File: config.mk
export PLATFORM = sky130hd
export DESIGN_NAME = rstclk_seq
export DESIGN_NICKNAME = d
export VERILOG_FILES = /design/src/rtl/rstclk_seq_pkg.sv /design/src/rtl/rstclk_seq_pin.sv /design/src/rtl/rstclk_seq_fsm.sv /design/src/rtl/rstclk_seq_busdiv.sv /design/src/rtl/rstclk_seq_status.sv /design/src/rtl/rstclk_seq.sv
export SDC_FILE = /design/constraint.sdc
export NUM_CORES = 1
export LEC_CHECK = 0
export ABC_AREA = 1
export BUFFER_PORTS_ARGS = -buffer_cell sky130_fd_sc_hd__clkbuf_2
export CORE_AREA = 8 8 72 74
export CTS_CLUSTER_SIZE = 8
export DETAILED_ROUTE_END_ITERATION = 10
export DIE_AREA = 0 0 80 82
export GPL_TIMING_DRIVEN = 0
export PLACE_DENSITY = 0.83
export RECOVER_POWER = 100
export SKIP_CTS_REPAIR_TIMING = 1
export SYNTH_ARGS = -nofsm -noshare
export SYNTH_HDL_FRONTEND = slang
export SYNTH_SLANG_ARGS = --single-unit
File: constraint.sdc
create_clock -name clk_osc_i -period 4.7 [get_ports clk_osc_i]
set_input_delay 0.94 -clock clk_osc_i [delete_from_list [all_inputs] [get_ports clk_osc_i]]
set_output_delay 0.94 -clock clk_osc_i [all_outputs]
set_load 0.005 [all_outputs]
File: src/rtl/rstclk_seq_pkg.sv
package rstclk_seq_pkg;

    typedef enum logic [2:0] {
        SQ_POR_HOLD,
        SQ_INT_HOLD,
        SQ_PIN,
        SQ_RUN,
        SQ_WAIT,
        SQ_STOP,
        SQ_STOP_EXIT
    } sq_state_e;

    typedef struct packed {
        logic lvi;
        logic mon;
        logic ill_addr;
        logic ill_op;
        logic cop;
        logic pin;
        logic por;
    } rst_cause_t;

    typedef struct packed {
        logic cpu;
        logic per;
    } clk_en_t;

    localparam logic [15:0] VEC_NORMAL = 16'hFFFE;
    localparam logic [15:0] VEC_MON    = 16'hFEFE;

    function automatic clk_en_t clocks_for(sq_state_e st);
        clk_en_t e;
        e.cpu = (st == SQ_RUN);
        e.per = (st == SQ_RUN) || (st == SQ_WAIT);
        return e;
    endfunction

    function automatic logic in_reset(sq_state_e st);
        return (st == SQ_POR_HOLD) || (st == SQ_INT_HOLD) || (st == SQ_PIN);
    endfunction

    function automatic logic drives_pin(sq_state_e st);
        return (st == SQ_POR_HOLD) || (st == SQ_INT_HOLD);
    endfunction

    function automatic logic [15:0] vector_for(logic mon);
        return mon ? VEC_MON : VEC_NORMAL;
    endfunction

endpackage

File: src/rtl/rstclk_seq_pin.sv
module rstclk_seq_pin #(
    parameter int PIN_MIN = 67
) (
    input  logic clk,
    input  logic rst,
    input  logic pin_n_async,
    input  logic drive,
    input  logic allow,
    output logic pin_low_o,
    output logic flag_set_o
);
    localparam int PLW = $clog2(PIN_MIN + 1);

    logic sync1_q, sync2_q;
    logic drv_d1_q, drv_d2_q;
    logic [PLW-1:0] low_cnt_q;

    always_ff @(posedge clk) begin
        if (rst) begin
            sync1_q  <= 1'b1;
            sync2_q  <= 1'b1;
            drv_d1_q <= 1'b0;
            drv_d2_q <= 1'b0;
        end else begin
            sync1_q  <= pin_n_async;
            sync2_q  <= sync1_q;
            drv_d1_q <= drive;
            drv_d2_q <= drv_d1_q;
        end
    end

    // Own pull-down is still visible through the synchronizer for two cycles
    assign pin_low_o = ~sync2_q & ~drive & ~drv_d1_q & ~drv_d2_q;

    always_ff @(posedge clk) begin
        if (rst || !pin_low_o) begin
            low_cnt_q <= '0;
        end else if (low_cnt_q != PLW'(PIN_MIN)) begin
            low_cnt_q <= low_cnt_q + 1'b1;
        end
    end

    assign flag_set_o = pin_low_o && allow && (low_cnt_q == PLW'(PIN_MIN - 1));

endmodule

File: src/rtl/rstclk_seq_fsm.sv
module rstclk_seq_fsm
    import rstclk_seq_pkg::*;
#(
    parameter int POR_CYCLES = 4096,
    parameter int INT_CYCLES = 64,
    parameter int STOP_LONG  = 4096,
    parameter int STOP_SHORT = 32
) (
    input  logic      clk,
    input  logic      rst,
    input  logic      lvi,
    input  logic      int_evt,
    input  logic      pin_low,
    input  logic      stop_req,
    input  logic      wait_req,
    input  logic      wake,
    input  logic      stop_short,
    output sq_state_e state_o
);
    localparam int MAXC  = (POR_CYCLES > STOP_LONG) ?
                           ((POR_CYCLES > INT_CYCLES) ? POR_CYCLES : INT_CYCLES) :
                           ((STOP_LONG > INT_CYCLES) ? STOP_LONG : INT_CYCLES);
    localparam int CNT_W = $clog2(MAXC + 1);

    sq_state_e        state_q, state_n;
    logic [CNT_W-1:0] cnt_q, lim_q;
    logic             ret_exit_q;
    logic             clr;
    logic             counting;

    always_comb begin
        state_n = state_q;
        clr     = 1'b0;
        if (lvi) begin
            state_n = SQ_POR_HOLD;
            clr     = 1'b1;
        end else if (int_evt && state_q != SQ_POR_HOLD) begin
            state_n = SQ_INT_HOLD;
            clr     = 1'b1;
        end else begin
            case (state_q)
                SQ_POR_HOLD:
                    if (cnt_q >= CNT_W'(POR_CYCLES - 1)) state_n = SQ_RUN;
                SQ_INT_HOLD:
                    if (cnt_q >= CNT_W'(INT_CYCLES - 1)) state_n = SQ_RUN;
                SQ_PIN:
                    if (!pin_low) state_n = ret_exit_q ? SQ_STOP_EXIT : SQ_RUN;
                SQ_RUN:
                    if (pin_low)       state_n = SQ_PIN;
                    else if (stop_req) state_n = SQ_STOP;
                    else if (wait_req) state_n = SQ_WAIT;
                SQ_WAIT:
                    if (pin_low)   state_n = SQ_PIN;
                    else if (wake) state_n = SQ_RUN;
                SQ_STOP:
                    if (pin_low) state_n = SQ_PIN;
                    else if (wake) begin
                        state_n = SQ_STOP_EXIT;
                        clr     = 1'b1;
                    end
                SQ_STOP_EXIT:
                    if (pin_low)                state_n = SQ_PIN;
                    else if (cnt_q >= lim_q - 1'b1) state_n = SQ_RUN;
                default: state_n = SQ_POR_HOLD;
            endcase
        end
    end

    assign counting = (state_q == SQ_POR_HOLD) || (state_q == SQ_INT_HOLD) ||
                      (state_q == SQ_STOP_EXIT);

    always_ff @(posedge clk) begin
        if (rst) begin
            state_q    <= SQ_POR_HOLD;
            cnt_q      <= '0;
            lim_q      <= CNT_W'(STOP_LONG);
            ret_exit_q <= 1'b0;
        end else begin
            state_q <= state_n;
            if (clr)           cnt_q <= '0;
            else if (counting) cnt_q <= cnt_q + 1'b1;
            if (state_q == SQ_STOP && state_n == SQ_STOP_EXIT)
                lim_q <= stop_short ? CNT_W'(STOP_SHORT) : CNT_W'(STOP_LONG);
            if (state_n == SQ_PIN && state_q != SQ_PIN)
                ret_exit_q <= (state_q == SQ_STOP_EXIT);
        end
    end

    assign state_o = state_q;

endmodule

File: src/rtl/rstclk_seq_busdiv.sv
module rstclk_seq_busdiv #(
    parameter int DIV = 4
) (
    input  logic clk,
    input  logic rst,
    input  logic sel_pll,
    input  logic pll_tick,
    input  logic run,
    output logic bus_tick_o
);
    localparam int DW = (DIV > 1) ? $clog2(DIV) : 1;

    logic [DW-1:0] div_q;
    logic          tick_q;
    logic          src;

    assign src = sel_pll ? pll_tick : 1'b1;

    always_ff @(posedge clk) begin
        if (rst || !run) begin
            div_q  <= '0;
            tick_q <= 1'b0;
        end else if (src) begin
            div_q  <= (div_q == DW'(DIV - 1)) ? '0 : div_q + 1'b1;
            tick_q <= (div_q == DW'(DIV - 1));
        end else begin
            tick_q <= 1'b0;
        end
    end

    assign bus_tick_o = tick_q & run;

endmodule

File: src/rtl/rstclk_seq_status.sv
module rstclk_seq_status
    import rstclk_seq_pkg::*;
(
    input  logic       clk,
    input  logic       rst,
    input  rst_cause_t set,
    input  logic       rd,
    output logic [7:0] data_o
);
    rst_cause_t q;

    always_ff @(posedge clk) begin
        if (rst) begin
            q     <= '0;
            q.por <= 1'b1;
        end else begin
            q <= (rd ? rst_cause_t'('0) : q) | set;
        end
    end

    assign data_o = {1'b0, q};

endmodule

File: src/rtl/rstclk_seq.sv
module rstclk_seq
    import rstclk_seq_pkg::*;
#(
    parameter int POR_CYCLES = 4096,
    parameter int INT_CYCLES = 64,
    parameter int STOP_LONG  = 4096,
    parameter int STOP_SHORT = 32,
    parameter int PIN_MIN    = 67,
    parameter int BUS_DIV    = 4
) (
    input  logic        clk_osc_i,
    input  logic        rst_i,
    input  logic        clk_sel_i,
    input  logic        pll_tick_i,
    input  logic        lvi_i,
    input  logic        cop_i,
    input  logic        ill_op_i,
    input  logic        ill_addr_i,
    input  logic        mon_rst_i,
    input  logic        rst_pin_n_i,
    input  logic        stop_req_i,
    input  logic        wait_req_i,
    input  logic        wake_i,
    input  logic        stop_short_i,
    input  logic        mon_mode_i,
    input  logic        stat_rd_i,
    output logic [7:0]  stat_data_o,
    output logic        irst_o,
    output logic        rst_pin_drive_o,
    output logic        cpu_clk_en_o,
    output logic        per_clk_en_o,
    output logic        bus_tick_o,
    output logic [15:0] vector_o
);
    sq_state_e  state;
    clk_en_t    en;
    rst_cause_t cause_set;
    logic       pin_low, pin_flag, accept, int_evt;

    assign int_evt = cop_i | ill_op_i | ill_addr_i | mon_rst_i;

    rstclk_seq_fsm #(
        .POR_CYCLES (POR_CYCLES),
        .INT_CYCLES (INT_CYCLES),
        .STOP_LONG  (STOP_LONG),
        .STOP_SHORT (STOP_SHORT)
    ) fsm_i (
        .clk        (clk_osc_i),
        .rst        (rst_i),
        .lvi        (lvi_i),
        .int_evt    (int_evt),
        .pin_low    (pin_low),
        .stop_req   (stop_req_i),
        .wait_req   (wait_req_i),
        .wake       (wake_i),
        .stop_short (stop_short_i),
        .state_o    (state)
    );

    rstclk_seq_pin #(.PIN_MIN(PIN_MIN)) pin_i (
        .clk         (clk_osc_i),
        .rst         (rst_i),
        .pin_n_async (rst_pin_n_i),
        .drive       (rst_pin_drive_o),
        .allow       (state != SQ_POR_HOLD),
        .pin_low_o   (pin_low),
        .flag_set_o  (pin_flag)
    );

    assign en              = clocks_for(state);
    assign cpu_clk_en_o    = en.cpu;
    assign per_clk_en_o    = en.per;
    assign irst_o          = in_reset(state);
    assign rst_pin_drive_o = drives_pin(state);

    rstclk_seq_busdiv #(.DIV(BUS_DIV)) div_i (
        .clk        (clk_osc_i),
        .rst        (rst_i),
        .sel_pll    (clk_sel_i),
        .pll_tick   (pll_tick_i),
        .run        (en.per),
        .bus_tick_o (bus_tick_o)
    );

    assign accept = (state != SQ_POR_HOLD) && !lvi_i;

    always_comb begin
        cause_set          = '0;
        cause_set.lvi      = lvi_i;
        cause_set.pin      = pin_flag;
        cause_set.cop      = cop_i & accept;
        cause_set.ill_op   = ill_op_i & accept;
        cause_set.ill_addr = ill_addr_i & accept;
        cause_set.mon      = mon_rst_i & accept;
    end

    rstclk_seq_status stat_i (
        .clk    (clk_osc_i),
        .rst    (rst_i),
        .set    (cause_set),
        .rd     (stat_rd_i),
        .data_o (stat_data_o)
    );

    assign vector_o = vector_for(mon_mode_i);

endmodule

==> flow_summary.json <==
{
  "path_class": "flip-flop to output pin",
  "drt_wl_total_um": 4810,
  "ys_types": 36,
  "grt_max_degree": 15,
  "num_vias": 2114,
  "drt_iter0_drc": 118,
  "powerDensity_nw_per_um2": 252,
  "synth_top_family_by_area": "simple AND/OR/NAND/NOR gates",
  "layout_setup_ws_ns": 2.01,
  "rows": 24,
  "io_buffers": 28,
  "largest_clock_skew_in_the_final_design_ns": 0.00564,
  "finalNonFillerCells": 435,
  "grt_pass1_wl_um": 8230,
  "max_cap_viol_count": 0,
  "timing.critical_path.required_ns": 3.76,
  "fraction_of_final_layout_cells_with_drive_strength_greater_than_1_pct": 19.1,
  "hold-path-endpoint": "pin_i.sync2_q",
  "cell_type_with_the_highest_aggregate_area_in_the_netlist": "dfxtp_1",
  "gp_routability_congestion": 0.857,
  "clk_pin_slew_ns": 0.08,
  "post_dp_hpwl_um": 3790,
  "synthTopCellsByCount": "74 x nand2_1, 42 x inv_1, 40 x dfxtp_1",
  "timing_hold_violations_final": 0,
  "p_leak_nw": 1.30,
  "actual_transition_at_the_worst_max_transition_pin_ns": 0.578,
  "detailedPlace.worstSlack_ns": 2.42,
  "regToRegStartpoint": "fsm_i.lim_q[5]",
  "synth_top_area_share_pct": 34.6,
  "yosys.cell_count.top_type": "nand2_1",
  "fraction_of_registers_with_async_set_reset_pct": 0,
  "post_synth_main_area_contributors": "dfxtp_1 35%, nand2_1 12%, inv_1 6.8%",
  "detailedRoute.firstPassIterationCount": 4,
  "grt_pass1_vias": 1954,
  "postSynthAreaPerCell_um2": 6.95,
  "totalNegativeSetupSlack_ns": 0,
  "floorplan.io_pins": 45,
  "synth_simple_gate_area_share_pct": 30.3,
  "antenna_found_initial": 0,
  "post-layout-total-power_mw": 0.668,
  "design_area_um2": 2660,
  "timing.final.setup_violations": 0,
  "area.growth.synth_to_final_pct": 14.6,
  "insertedDiodeCount": 0,
  "worst-path-max-fanout": 8,
  "floorplan.initialDensity_pct": 55.9,
  "core_outline_area_um2": 4140,
  "synth.area.mux_share_pct": 0,
  "ctsRootBufferMaster": "clkbuf_8",
  "critical-path-max-stage-delay_ns": 0.31,
  "sink_count": 40,
  "dpl.cell_count": 427,
  "syn_inst": 333,
  "vdd.ir_drop.worst_mv": 0.230,
  "cp-end-kind": "output pin",
  "grt_setup_unrepaired": "false",
  "remaining_drc_errors": 0,
  "crit_chain": "clkbuf_1 > nand2_1 > nor2_1 > inv_1 > a21boi_0 > clkbuf_2",
  "h_tree_depth_reported_by_cts": 2,
  "clock_tree_from_tritoncts": "yes",
  "post_synth_fa_ha_maj_area_fraction_pct": 6.48,
  "slowest_stage": "dfxtp_1",
  "synth_edf_count": 0,
  "synth_seq_area_share_pct": 34.6,
  "clock_insertion_delay_worst_skew_ns": 0.30,
  "grt_remaining_overflow": 0,
  "worst_setup_path_start_kind": "flip-flop",
  "hold_path_class": "flip-flop to flip-flop",
  "layout.nets": 410,
  "holdCritStartpoint": "pin_i.sync1_q",
  "yosys_most_used_dff": "dfxtp_1",
  "fmax_mhz": 372,
  "finalWorstPathRequiredPeriod_ns": 2.69,
  "yosys_warnings": 0,
  "fillers": 382,
  "placedInstanceArea_um2": 2570,
  "maxSlewViolCount": 0,
  "die_width_um": 80,
  "ff2ff_path_depth": 12,
  "postSynthRegisterBits": 40,
  "dieArea_um2": 6560,
  "compound_gate_portion_of_the_synthesized_area_pct": 12.6,
  "layout_worst_path_cycle_share_pct": 57.3,
  "run_status": "completed",
  "timing.max_slew.rel_slack_pct": 61.2,
  "clockBufferDepth": 2,
  "register_to_register_path_setup_slack_ns": 2.48,
  "chipHeight_um": 82,
  "synthXorXnorAreaFrac_pct": 1.51,
  "per_cell_routed_wire_length_um": 11.1,
  "route.antenna.remaining_nets": 0,
  "gr-usage-all-layers_pct": 15.5,
  "syn-cell-area_um2": 2320,
  "hold_path_depth": 1,
  "cts_inserted_buffers": 5,
  "viasPerCell": 4.86,
  "crit_arrival_ns": 1.75,
  "critical_path.reg2reg.endpoint": "fsm_i.lim_q[12]"
}
sequential cells by signal (all words and copies together) (netlist names):
signal,flops
pin_i.drv_d2_q,1
fsm_i.ret_exit_q,1
stat_i.data_o,7
fsm_i.cnt_q,13
pin_i.sync1_q,1
div_i.tick_q,1
fsm_i.state_o,3
div_i.div_q,2
pin_i.low_cnt_q,7
pin_i.sync2_q,1
pin_i.drv_d1_q,1
fsm_i.lim_q,2
cell usage in the layout (no fill, tap or decap), types with 2 or more instances in the layout:
cell type and n:
ha_1 12, nor3_1 8, a21oi_1 26, nor2_1 35, o21ai_0 13, nand3_1 19, clkinv_4 2, inv_2 6
nor2_2 3, clkbuf_8 5, nand4_1 3, xor2_1 3, dfxtp_1 40, nand2_2 3, buf_4 16, o21a_1 3
a21boi_0 2, inv_1 43, clkbuf_1 4, conb_1 16, nand2_1 75, or2_2 3, a211oi_1 2, clkbuf_2 26
a21oi_2 2
per-layer routing:
layer | global-route usage (%) | wire length (um) | up-vias
li1 | - | - | 1123
met4 | 7.45 | 142 | 0
met2 | 28.1 | 2380 | 64
met5 | 0 | 0 | -
met1 | 16.1 | 1990 | 912
met3 | 4.27 | 298 | 15
worst max path at each step:
| stage | end | depth (start not counted) | from |
|---|---|---|---|
| finish | bus_tick_o | 6 | fsm_i.state_o[1] |
| global route | bus_tick_o | 6 | fsm_i.state_o[1] |
| CTS | bus_tick_o | 6 | fsm_i.state_o[1] |
| detailed placement | fsm_i.lim_q[12] | 11 | ill_addr_i |
| global placement | fsm_i.lim_q[12] | 11 | ill_op_i |
| floorplan | fsm_i.lim_q[12] | 10 | ill_addr_i |
where the power goes:
part	switching (mW)	internal (mW)	leakage, nW	total, mW
logic	0.0199	0.0188	0.916	0.0387
registers	0.00183	0.342	0.324	0.344
clock network	0.125	0.160	0.0583	0.285
total	0.147	0.521	1.30	0.668
worst max-delay path, delay by kind of cell (launching register included):
kind	cells	cell delay [ns]
flip-flops	1	0.31
AO/OA/AOI/OAI	1	0.19
buffers and inverters	3	0.53
AND/OR/NAND/NOR	2	0.42
layout make-up:
type                            instances  area (um^2)  share of cell area, %
Multi-Input combinational cell        238         1210                   45.8
Buffer                                 19          133                   5.00
Clock inverter                          3         47.5                   1.79
Tap cell                               52         65.1                   2.45
Timing Repair Buffer                   28          138                   5.18
Clock buffer                            5         68.8                   2.59
Sequential cell                        40          801                   30.2
Inverter                               50          188                   7.07
stage by stage:
| stage | util [%] | hold slack (ns) |
|---|---|---|
| 6_report | 64.1 | 0.431 |
| 5_1_grt | 64.1 | 0.455 |
| 4_1_cts | 64.9 | 0.435 |
| 3_5_place_dp | 62.1 | 0.397 |
| 3_3_place_gp | 62.1 | 0.405 |
| 2_1_floorplan | - | 0.389 |
kinds of logic (layout without fill, tap and decap cells):
| family | count (synthesis) | count (layout) |
|---|---|---|
| AND/OR/NAND/NOR | 154 | 154 |
| buffers and inverters | 69 | 105 |
| AO/OA/AOI/OAI | 52 | 52 |
| flip-flops | 40 | 40 |
| adder cells (fa/ha/maj) | 12 | 12 |
| XOR/XNOR | 4 | 4 |
| other | 2 | 16 |
Note: power is estimated with default switching activity, not from simulation.
